<file path="src/rtl/mdu_pkg.sv">
package mdu_pkg;

   typedef enum logic [1:0] {
      OP_MULS = 2'b00,
      OP_MULU = 2'b01,
      OP_DIVS = 2'b10,
      OP_DIVU = 2'b11
   } mdu_op_e;

   typedef enum logic [1:0] {
      ST_IDLE = 2'b00,
      ST_ITER = 2'b01,
      ST_FIX  = 2'b10
   } mdu_state_e;

   function automatic logic op_is_div(input logic [1:0] op);
      return op[1];
   endfunction

   function automatic logic op_is_signed(input logic [1:0] op);
      return ~op[0];
   endfunction

endpackage

</file>
<file path="src/rtl/mdu_sign_prep.sv">
// Converts both operands to magnitudes and records which were negative.
module mdu_sign_prep #(
   parameter int XLEN = 32
) (
   input  logic            is_signed,
   input  logic [XLEN-1:0] a_raw,
   input  logic [XLEN-1:0] b_raw,
   output logic [XLEN-1:0] a_mag,
   output logic [XLEN-1:0] b_mag,
   output logic            a_neg,
   output logic            b_neg
);
   localparam int NOPS = 2;
   localparam logic [XLEN-1:0] ONE_X = XLEN'(1);

   logic [XLEN-1:0] raw [NOPS];
   logic [XLEN-1:0] mag [NOPS];
   logic            neg [NOPS];

   assign raw[0] = a_raw;
   assign raw[1] = b_raw;

   for (genvar g = 0; g < NOPS; g++) begin : g_opnd
      assign neg[g] = is_signed & raw[g][XLEN-1];
      assign mag[g] = neg[g] ? (~raw[g] + ONE_X) : raw[g];
   end

   assign a_mag = mag[0];
   assign b_mag = mag[1];
   assign a_neg = neg[0];
   assign b_neg = neg[1];
endmodule

</file>
<file path="src/rtl/mdu_iter_step.sv">
// One iteration of either the shift-add multiplier or the restoring divider.
// Multiply: acc = {partial high, remaining multiplier}; shifts right.
// Divide:   acc = {partial remainder, dividend/quotient}; shifts left.
module mdu_iter_step #(
   parameter int XLEN = 32
) (
   input  logic              is_div,
   input  logic [2*XLEN-1:0] acc,
   input  logic [XLEN-1:0]   mcand,
   output logic [2*XLEN-1:0] acc_next
);
   localparam int AW = 2 * XLEN;

   logic [XLEN:0]   mul_sum;
   logic [AW-1:0]   mul_next;
   logic [XLEN:0]   div_shift;
   logic [XLEN:0]   div_diff;
   logic [AW-1:0]   div_next;

   always_comb begin
      mul_sum  = {1'b0, acc[AW-1:XLEN]} + (acc[0] ? {1'b0, mcand} : '0);
      mul_next = {mul_sum, acc[XLEN-1:1]};
   end

   always_comb begin
      div_shift = {acc[AW-1:XLEN], acc[XLEN-1]};
      div_diff  = div_shift - {1'b0, mcand};
      if (!div_diff[XLEN])
         div_next = {div_diff[XLEN-1:0], acc[XLEN-2:0], 1'b1};
      else
         div_next = {div_shift[XLEN-1:0], acc[XLEN-2:0], 1'b0};
   end

   assign acc_next = is_div ? div_next : mul_next;

   // restoring keeps the partial remainder below the divisor
   always_comb begin
      if (is_div && mcand != '0) begin
         rem_bound_chk: assert (div_next[AW-1:XLEN] < mcand || acc[AW-1:XLEN] >= mcand)
            else $error("partial remainder escaped divisor bound");
      end
   end
endmodule

</file>
<file path="src/rtl/mdu_fix.sv">
// Final sign correction and divide-by-zero result.
module mdu_fix #(
   parameter int XLEN = 32
) (
   input  logic              is_div,
   input  logic              neg_main,
   input  logic              neg_rem,
   input  logic              div_zero,
   input  logic [XLEN-1:0]   dividend_raw,
   input  logic [2*XLEN-1:0] acc,
   output logic [XLEN-1:0]   hi,
   output logic [XLEN-1:0]   lo
);
   localparam int AW = 2 * XLEN;
   localparam logic [AW-1:0]   ONE_W = AW'(1);
   localparam logic [XLEN-1:0] ONE_X = XLEN'(1);

   logic [AW-1:0]   prod;
   logic [XLEN-1:0] quot;
   logic [XLEN-1:0] rem;

   always_comb begin
      prod = neg_main ? (~acc + ONE_W) : acc;
      quot = neg_main ? (~acc[XLEN-1:0] + ONE_X) : acc[XLEN-1:0];
      rem  = neg_rem  ? (~acc[AW-1:XLEN] + ONE_X) : acc[AW-1:XLEN];
      if (!is_div) begin
         hi = prod[AW-1:XLEN];
         lo = prod[XLEN-1:0];
      end else if (div_zero) begin
         hi = dividend_raw;
         lo = '1;
      end else begin
         hi = rem;
         lo = quot;
      end
   end
endmodule

</file>
<file path="src/rtl/muldiv_unit.sv">
module muldiv_unit #(
   parameter int XLEN = 32
) (
   input  logic            clk,
   input  logic            rst_n,
   input  logic            start_i,
   input  logic [1:0]      op_i,
   input  logic [XLEN-1:0] a_i,
   input  logic [XLEN-1:0] b_i,
   input  logic            rd_req_i,
   input  logic            rd_sel_i,
   output logic [XLEN-1:0] rd_data_o,
   output logic            stall_o,
   output logic            busy_o,
   output logic            done_o
);
   import mdu_pkg::*;

   localparam int CW = $clog2(XLEN);
   localparam int AW = 2 * XLEN;
   localparam logic [CW-1:0] LAST_STEP = CW'(XLEN - 1);
   localparam logic [CW-1:0] ONE_C = CW'(1);

   if (XLEN < 4 || (XLEN % 2) != 0) begin : g_bad_xlen
      $error("muldiv_unit: XLEN must be even and at least 4");
   end

   mdu_state_e      state_q;
   logic [CW-1:0]   step_q;
   logic [AW-1:0]   acc_q;
   logic [AW-1:0]   acc_step;
   logic [XLEN-1:0] mcand_q;
   logic [XLEN-1:0] dividend_q;
   logic            is_div_q;
   logic            neg_main_q;
   logic            neg_rem_q;
   logic            div_zero_q;
   logic [XLEN-1:0] hi_q;
   logic [XLEN-1:0] lo_q;
   logic            done_q;

   logic [XLEN-1:0] a_mag;
   logic [XLEN-1:0] b_mag;
   logic            a_neg;
   logic            b_neg;
   logic [XLEN-1:0] fix_hi;
   logic [XLEN-1:0] fix_lo;
   logic            cmd_div;

   assign cmd_div = op_is_div(op_i);

   mdu_sign_prep #(.XLEN(XLEN)) u_prep (
      .is_signed (op_is_signed(op_i)),
      .a_raw     (a_i),
      .b_raw     (b_i),
      .a_mag     (a_mag),
      .b_mag     (b_mag),
      .a_neg     (a_neg),
      .b_neg     (b_neg)
   );

   mdu_iter_step #(.XLEN(XLEN)) u_step (
      .is_div   (is_div_q),
      .acc      (acc_q),
      .mcand    (mcand_q),
      .acc_next (acc_step)
   );

   mdu_fix #(.XLEN(XLEN)) u_fix (
      .is_div       (is_div_q),
      .neg_main     (neg_main_q),
      .neg_rem      (neg_rem_q),
      .div_zero     (div_zero_q),
      .dividend_raw (dividend_q),
      .acc          (acc_q),
      .hi           (fix_hi),
      .lo           (fix_lo)
   );

   always_ff @(posedge clk or negedge rst_n) begin
      if (!rst_n) begin
         state_q    <= ST_IDLE;
         step_q     <= '0;
         acc_q      <= '0;
         mcand_q    <= '0;
         dividend_q <= '0;
         is_div_q   <= 1'b0;
         neg_main_q <= 1'b0;
         neg_rem_q  <= 1'b0;
         div_zero_q <= 1'b0;
         hi_q       <= '0;
         lo_q       <= '0;
         done_q     <= 1'b0;
      end else begin
         done_q <= 1'b0;
         unique case (state_q)
            ST_IDLE: begin
               if (start_i) begin
                  acc_q      <= {{XLEN{1'b0}}, (cmd_div ? a_mag : b_mag)};
                  mcand_q    <= cmd_div ? b_mag : a_mag;
                  dividend_q <= a_i;
                  is_div_q   <= cmd_div;
                  neg_main_q <= a_neg ^ b_neg;
                  neg_rem_q  <= a_neg;
                  div_zero_q <= cmd_div && (b_i == '0);
                  step_q     <= '0;
                  state_q    <= ST_ITER;
               end
            end
            ST_ITER: begin
               acc_q  <= acc_step;
               step_q <= step_q + ONE_C;
               if (step_q == LAST_STEP) state_q <= ST_FIX;
            end
            ST_FIX: begin
               hi_q    <= fix_hi;
               lo_q    <= fix_lo;
               done_q  <= 1'b1;
               state_q <= ST_IDLE;
            end
            default: state_q <= ST_IDLE;
         endcase
      end
   end

   assign busy_o    = (state_q != ST_IDLE);
   assign done_o    = done_q;
   assign stall_o   = rd_req_i & busy_o;
   assign rd_data_o = rd_sel_i ? hi_q : lo_q;


   hilo_hold_chk: assert property (@(posedge clk) disable iff (!rst_n)
      (state_q == ST_ITER) |=> ($stable(hi_q) && $stable(lo_q)));


   done_after_fix_chk: assert property (@(posedge clk) disable iff (!rst_n)
      (state_q == ST_FIX) |=> (done_o && !busy_o));


   done_single_chk: assert property (@(posedge clk) disable iff (!rst_n)
      done_o |=> !done_o);


   start_ignored_chk: assert property (@(posedge clk) disable iff (!rst_n)
      (state_q == ST_ITER && start_i) |=> busy_o);


   step_bound_chk: assert property (@(posedge clk) disable iff (!rst_n)
      (state_q != ST_ITER) |=> (state_q != ST_ITER || step_q == '0));


   stall_idle_chk: assert property (@(posedge clk) disable iff (!rst_n)
      done_o |-> !stall_o);
endmodule

</file>
<file path="config.mk">
export PLATFORM = sky130hd
export DESIGN_NAME = muldiv_unit
export DESIGN_NICKNAME = d
export VERILOG_FILES = /design/src/rtl/mdu_pkg.sv /design/src/rtl/mdu_sign_prep.sv /design/src/rtl/mdu_iter_step.sv /design/src/rtl/mdu_fix.sv /design/src/rtl/muldiv_unit.sv
export SDC_FILE = /design/constraint.sdc
export NUM_CORES = 1
export LEC_CHECK = 0
export BUFFER_PORTS_ARGS = -buffer_cell sky130_fd_sc_hd__buf_2
export CAP_MARGIN = 20
export CORE_MARGIN = 8
export CORE_UTILIZATION = 60
export DETAILED_ROUTE_END_ITERATION = 16
export MAX_ROUTING_LAYER = met4
export PLACE_DENSITY_LB_ADDON = 0.12
export SLEW_MARGIN = 10
export SYNTH_ARGS = -nofsm -noshare
export SYNTH_HDL_FRONTEND = slang
export SYNTH_SLANG_ARGS = --single-unit
export TNS_END_PERCENT = 5
</file>
<file path="constraint.sdc">
create_clock -name clk -period 3.77 [get_ports clk]
set_input_delay 0.1885 -clock clk [delete_from_list [all_inputs] [get_ports clk]]
set_output_delay 0.1885 -clock clk [all_outputs]
set_load 0.02 [all_outputs]
</file>
## Word-level counts from Yosys, hierarchy flattened

Cells that the tools add are included.

- Output and inout bits: 35
- Register bits: 204
- Logic and storage cells: 66

- $add $sub $neg: 8
- Muxes and demuxes: 23
- Equal/unequal tests: 5
- Bitwise gates (word level): 10
- Reduce and logical (&&, ||, !) cells: 8

Operators with widths:

| operator | count |
|---|---|
| two-way mux 32 bit | 12 |
| two-way mux 64 bit | 4 |
| adder 32 x 1 -> 32 bit (second input constant) | 4 |
| inverter 32 bit | 4 |
| one-hot mux 64 bit (2 select lines) | 1 |
| adder 64 x 1 -> 64 bit (second input constant) | 1 |
| inverter 64 bit | 1 |
| adder 32 x 33 -> 33 bit | 1 |
| subtractor 33 x 32 -> 33 bit | 1 |
| logical NOT 32 bit | 1 |
| one-hot mux 5 bit (2 select lines) | 1 |
| AND reduction 2 bit | 3 |
| adder 5 x 1 -> 5 bit (second input constant) | 1 |
| equality test 5 bit (second input constant) | 1 |
| two-way mux 5 bit | 1 |
| two-way mux 2 bit | 2 |
| inequality test 2 bit (second input constant) | 2 |
| one-hot mux 2 bit (2 select lines) | 1 |
| nonzero test 2 bit | 2 |
| AND 1 bit | 3 |
| equality test 2 x 1 -> 1 bit (second input constant) | 1 |
| equality test 2 bit (second input constant) | 1 |
| logical NOT 2 bit | 1 |
| logical AND 1 bit | 1 |
| 3 further kinds | 3 |

## Longest topological paths before layout

- Word-level depth: 6
- Depth in mapped cells: 14
- Gate-level depth less buffers: 13

## Modules after synthesis

A second synthesis with hierarchy kept.

- Cell total of the unflattened synthesis: 2141
- Area, all modules: 18026.0 um2

Modules (own cells, without submodules):

| module | instances | area an instance (um2) | sequential area each (um2) | cells each |
|---|---|---|---|---|
| muldiv_unit | 1 | 8996.1 | 5104.9 | 792 |
| mdu_iter_step | 1 | 4590.7 | 0.0 | 663 |
| mdu_fix | 1 | 3096.7 | 0.0 | 487 |
| mdu_sign_prep | 1 | 1342.5 | 0.0 | 199 |

## Least setup slack after synthesis

No wires, ideal clock.

- Kind: reg-to-reg
- Start: register acc_q[0]
- End: register acc_q[59]
- Buffers on the path: 2
- Data arrival time: 3.068 ns
- Library setup time: 0.077 ns
- Slack: 0.625 ns
- Cell stages (with the launch flop): 15
- Clock period less this slack: 3.145 ns
- Cell sequence: dfrtp_1 -> inv_1 -> clkbuf_1 -> nor2_1 -> ha_1 -> clkbuf_1 -> nand2_1 -> a21o_1 -> a211oi_1 -> o21ai_1 -> o31ai_1 -> a311oi_2 -> xnor2_1 -> a221o_1 -> a21oi_1

- Longest elaborated chain between the ends: 4

Ends and longest elaborated chain:

| what | RTL line | source |
|---|---|---|
| start: declaration | muldiv_unit.sv:30 | `logic [AW-1:0] acc_q;` |
| start signal: assignment | muldiv_unit.sv:99 | `acc_q <= {{XLEN{1'b0}}, (cmd_div ? a_mag : b_mag)};` |
| start signal: assignment | muldiv_unit.sv:111 | `acc_q <= acc_step;` |
| two-way mux 32 bit | mdu_iter_step.sv:21 | `mul_sum = {1'b0, acc[AW-1:XLEN]} + (acc[0] ? {1'b0, mcand} : '0);` |
| adder 32 x 33 -> 33 bit | mdu_iter_step.sv:21 |  |
| two-way mux 64 bit | mdu_iter_step.sv:34 | `assign acc_next = is_div ? div_next : mul_next;` |
| one-hot mux 64 bit (2 select lines) | muldiv_unit.sv:96 | `unique case (state_q)` |

Every way passes these cells.
A chain may end at the register's enable or synchronous reset.

## Final worst setup path

- Start: register acc_q[0]
- End: register acc_q[63]

Same word-level chain as after synthesis.

==> results.cfg <==
[yosys]
synthFlopType = sky130_fd_sc_hd__dfrtp_1
yosys_warnings = 0
postSynthNetCount = 2347
synth-simple-area-share_pct = 20.15
synth.ff_latch_count = 204
area_share_of_fa_ha_maj_cells_after_synthesis_pct = 5.314
async_s_r_ff_share_synth_pct = 100.0
compound_cell_area_share_of_the_yosys_netlist_pct = 24.62
synth_edf_count = 0
syn_inst = 2204
synth_top_family_by_area = compound AO/OA/AOI/OAI gates
synth-seq-area-share_pct = 29.62
syn_area_mm2 = 0.01723
distinct_cells_synth = 89
synth.area.mux_share_pct = 5.917
synthesis.area_per_instance_um2 = 7.819
xor_xnor_cell_area_share_of_the_yosys_netlist_pct = 9.351

[layout]
share_of_cells_above_drive_strength_1_pct = 13.57
fillCellCount = 2351
finalInstanceArea_mm2 = 0.01956
commonest_cells_after_routing_fill_and_taps_aside = sky130_fd_sc_hd__nand2_1 (290), sky130_fd_sc_hd__dfrtp_1 (202), sky130_fd_sc_hd__a21oi_1 (199)
finalNetCount = 2446
layout_commonest_cell = sky130_fd_sc_hd__nand2_1
synthToLayoutAreaGrowth_pct = 13.47

[critical_path]
critical_path_peak_fanout = 21
timing.critical_path.required_ns = 4.20
regToRegSetupSlack_ns = 0.01
timing.critical_path.arrival_ns = 4.19
r2r_start = acc_q[0]
critPathMaxStageDelay_ns = 0.44
timing.rr.end = acc_q[63]
crit_type = flop to flop
timing.critical_path.cells = inv_1, buf_12, nor2_1, ha_1, o211a_1, o21ai_0, a21oi_1, o21ai_1, o31ai_1, buf_4, a311oi_2, o311ai_1, nand2_1, a211oi_1
crit_path_start_kind = flop
worst_path_dominant_cell_family = compound AO/OA/AOI/OAI gates
worst_path_max_delay_cell = sky130_fd_sc_hd__dfrtp_1
ff2ff_path_depth = 14
endpoint_type_of_the_worst_setup_path = flop
path_buf_inv = 3

[timing]
maxSlewViolCount = 0
final-setup-viol-count = 0
setup_repair_after_global_routing_missed_its_margin = yes
final.setup.tns_ns = 0
worst_pin_slew_ns = 0.8844
finalHoldWorstSlack_ns = 0.02174
final.min_clock_period_ns = 3.755
final_setup_skew_ns = 0.02601
worst_setup_slack_final_ns = 0.01464
max-slew-margin-rel_pct = 41.04
hold_violations = 0
period_share_pct = 99.61
fmax_mhz = 266.3

[grt]
grt_antenna_before_repair = 1
globalRouteTotalUtil_pct = 38.27
grt_start_max_net_pins = 92
grt_remaining_overflow = 0
grt_pass1_vias = 16550
grt_first_pass_wirelength_um = 98360

[power_and_ir_drop]
vdd_drop_max_mv = 0.5871
comb_power_share_pct = 67.0
static-leakage-power_uw = 0.008752
power_switching_share_pct = 52.01
p_sw_uw = 10240
power.share.sequential_pct = 20.6
pwr-share-clk_pct = 12.5
power-per-cell-area_mw_per_mm2 = 1007
cellInternalPower_uw = 9447
totalPowerFinal_uw = 19690

[detailed_routing]
dr_total_vias = 17820
detail_route.iter0.violations = 2381
routed_wl_um = 64550
detail_route.vias_per_cell = 6.582
number_of_remaining_drc_errors = 0
antenna_left = 0
route.detailed.wl_per_inst_um = 23.84
first_pass_iteration_count_of_the_detailed_router = 6

[min_path]
timing.hold.worst.start = b_i[30]
path_type_of_the_worst_min_delay_path = input port to flop
whs_endpoint = div_zero_q
hold-path-cell-count = 4

[job]
max_cap_viol_count = 0

[cts]
cts_root_buffer = sky130_fd_sc_hd__clkbuf_16
cts_htree_levels = 1
tritoncts.num_buffers = 25
clk_transition_reported_paths_ns = 0.07
cts_setup_buffers = 0
max-clock-path-buffers = 3
clkLatencyLatePin_ns = 0.55
clock-sinks = 204
cts_tree = done

[place]
routabilityCongestion = 1.023
dp.final_hpwl_um = 48990
preCtsSetupSlack_ns = 0.09358
placement.cell_area_mm2 = 0.01838
port_buffers = 105

[die]
initial_core_util_pct = 60.53
io_pins = 106
chipHeight_um = 185.5
floorplan.die_area_mm2 = 0.03440
fp.dieW_um = 185.5
fp-row-count = 62
placeableCoreArea_mm2 = 0.02847

[run_status]
outcome = complete, no violations
[worst max path at each step]
stage	startpoint	to	cells past startpoint	slack, ns
finish	acc_q[0]	acc_q[63]	14	0.01
global route	acc_q[0]	acc_q[63]	14	-0.15
CTS	acc_q[31]	acc_q[43]	13	0.06
detailed placement	acc_q[31]	acc_q[43]	13	0.09
global placement	acc_q[31]	acc_q[43]	13	0.17
floorplan	acc_q[0]	acc_q[59]	14	0.63
[per-stage QoR]
stage          instances  util [%]
5_1_grt             2707     68.69
6_report            2707     68.69
2_1_floorplan       2204         -
4_1_cts             2705     68.61
3_3_place_gp        2626     64.56
3_5_place_dp        2626     64.56
[area by class of cell]
cell class	count	area, um^2	share of cell area, %
Sequential cell	204	5110	26.13
Clock buffer	32	681.9	3.487
Antenna cell	1	2.502	0.01280
Timing Repair Buffer	227	1570	8.030
Clock inverter	14	142.6	0.7294
Tap cell	384	480.5	2.457
Multi-Input combinational cell	1775	11300	57.81
Inverter	70	262.8	1.344
[tightest hold or removal path, cell delays in order]
cell and delay [ns]:
sky130_fd_sc_hd__buf_2 0.10, sky130_fd_sc_hd__nor4_1 0.06, sky130_fd_sc_hd__nand2_1 0.07, sky130_fd_sc_hd__o41ai_1 0.08
[flip-flops by register name, indices dropped and copies added, names as in the netlist, 2 cells and up]
name        count
lo_q           32
mcand_q        32
dividend_q     32
step_q          5
hi_q           32
state_q         2
acc_q          64
[power by group through the flow]
| stage | clock network (uW) | registers, uW | logic (uW) |
|---|---|---|---|
| global route | 2550 | 4090 | 14100 |
| global placement | 0 | 3970 | 12500 |
| finish | 2460 | 4050 | 13200 |
| CTS | 2460 | 3970 | 12700 |
| detailed placement | 0 | 4000 | 12600 |
| floorplan | 0 | 3580 | 8860 |
[synthesized netlist by cell type (all sizes together) (4+ instances only)]
cell	count	area, um^2
xnor2	96	840.8
dfrtp	204	5105
a31oi	19	118.9
or3	20	125.1
mux2i	58	580.6
nor3	37	190.2
and3	11	68.82
inv	69	259.0
nand2b	23	151.4
nor3b	6	45.04
ha	70	875.8
o221ai	5	43.79
nor4	21	165.2
o41ai	17	171.4
buf	39	168.9
nand3b	4	30.03
a221oi	5	50.04
nor2	188	708.2
a22oi	25	187.7
or4	9	75.07
or2	7	43.79
o211ai	30	225.2
nand4	24	165.2
nor2b	19	118.9
clkbuf	116	435.4
a21o	44	330.3
o21a	10	75.07
nand3	65	330.3
o31ai	21	157.7
a32oi	6	52.55
xor2	88	770.7
o22ai	5	31.28
mux2	39	439.2
a211oi	47	352.8
a221o	6	60.06
o22a	9	78.83
nand2	291	1092
o21ai	189	957.2
o311ai	5	43.80
and2	15	93.84
a21oi	200	1005
[repair_timing]
item | CTS | global route
hold endpoints to repair | 120 | 0
endpoints found under the setup margin | 0 | 8
hold buffers | 33 | 0
resized for setup | 0 | 1
[metal layers]
layer | global-route usage [%] | wire length (um) | vias up
li1 | - | - | 8098
met1 | 53.53 | 27750 | 8462
met2 | 55.07 | 27210 | 1124
met3 | 8.550 | 7540 | 133
met4 | 10.47 | 2043 | 0
met5 | - | 0 | -
[kinds of logic (layout without fill, tap and decap cells)]
family                     count (synthesis)  in the layout
adders and majority gates                 72             72
DFF                                      204            204
other                                      0              1
muxes                                     97             97
AOI/OAI and AO/OA                        675            675
and+or+nand+nor                          747            747
xor gates and xnor gates                 184            184
buffers and inverters                    225            343
No activity file was read; power rests on OpenSTA's default activity.
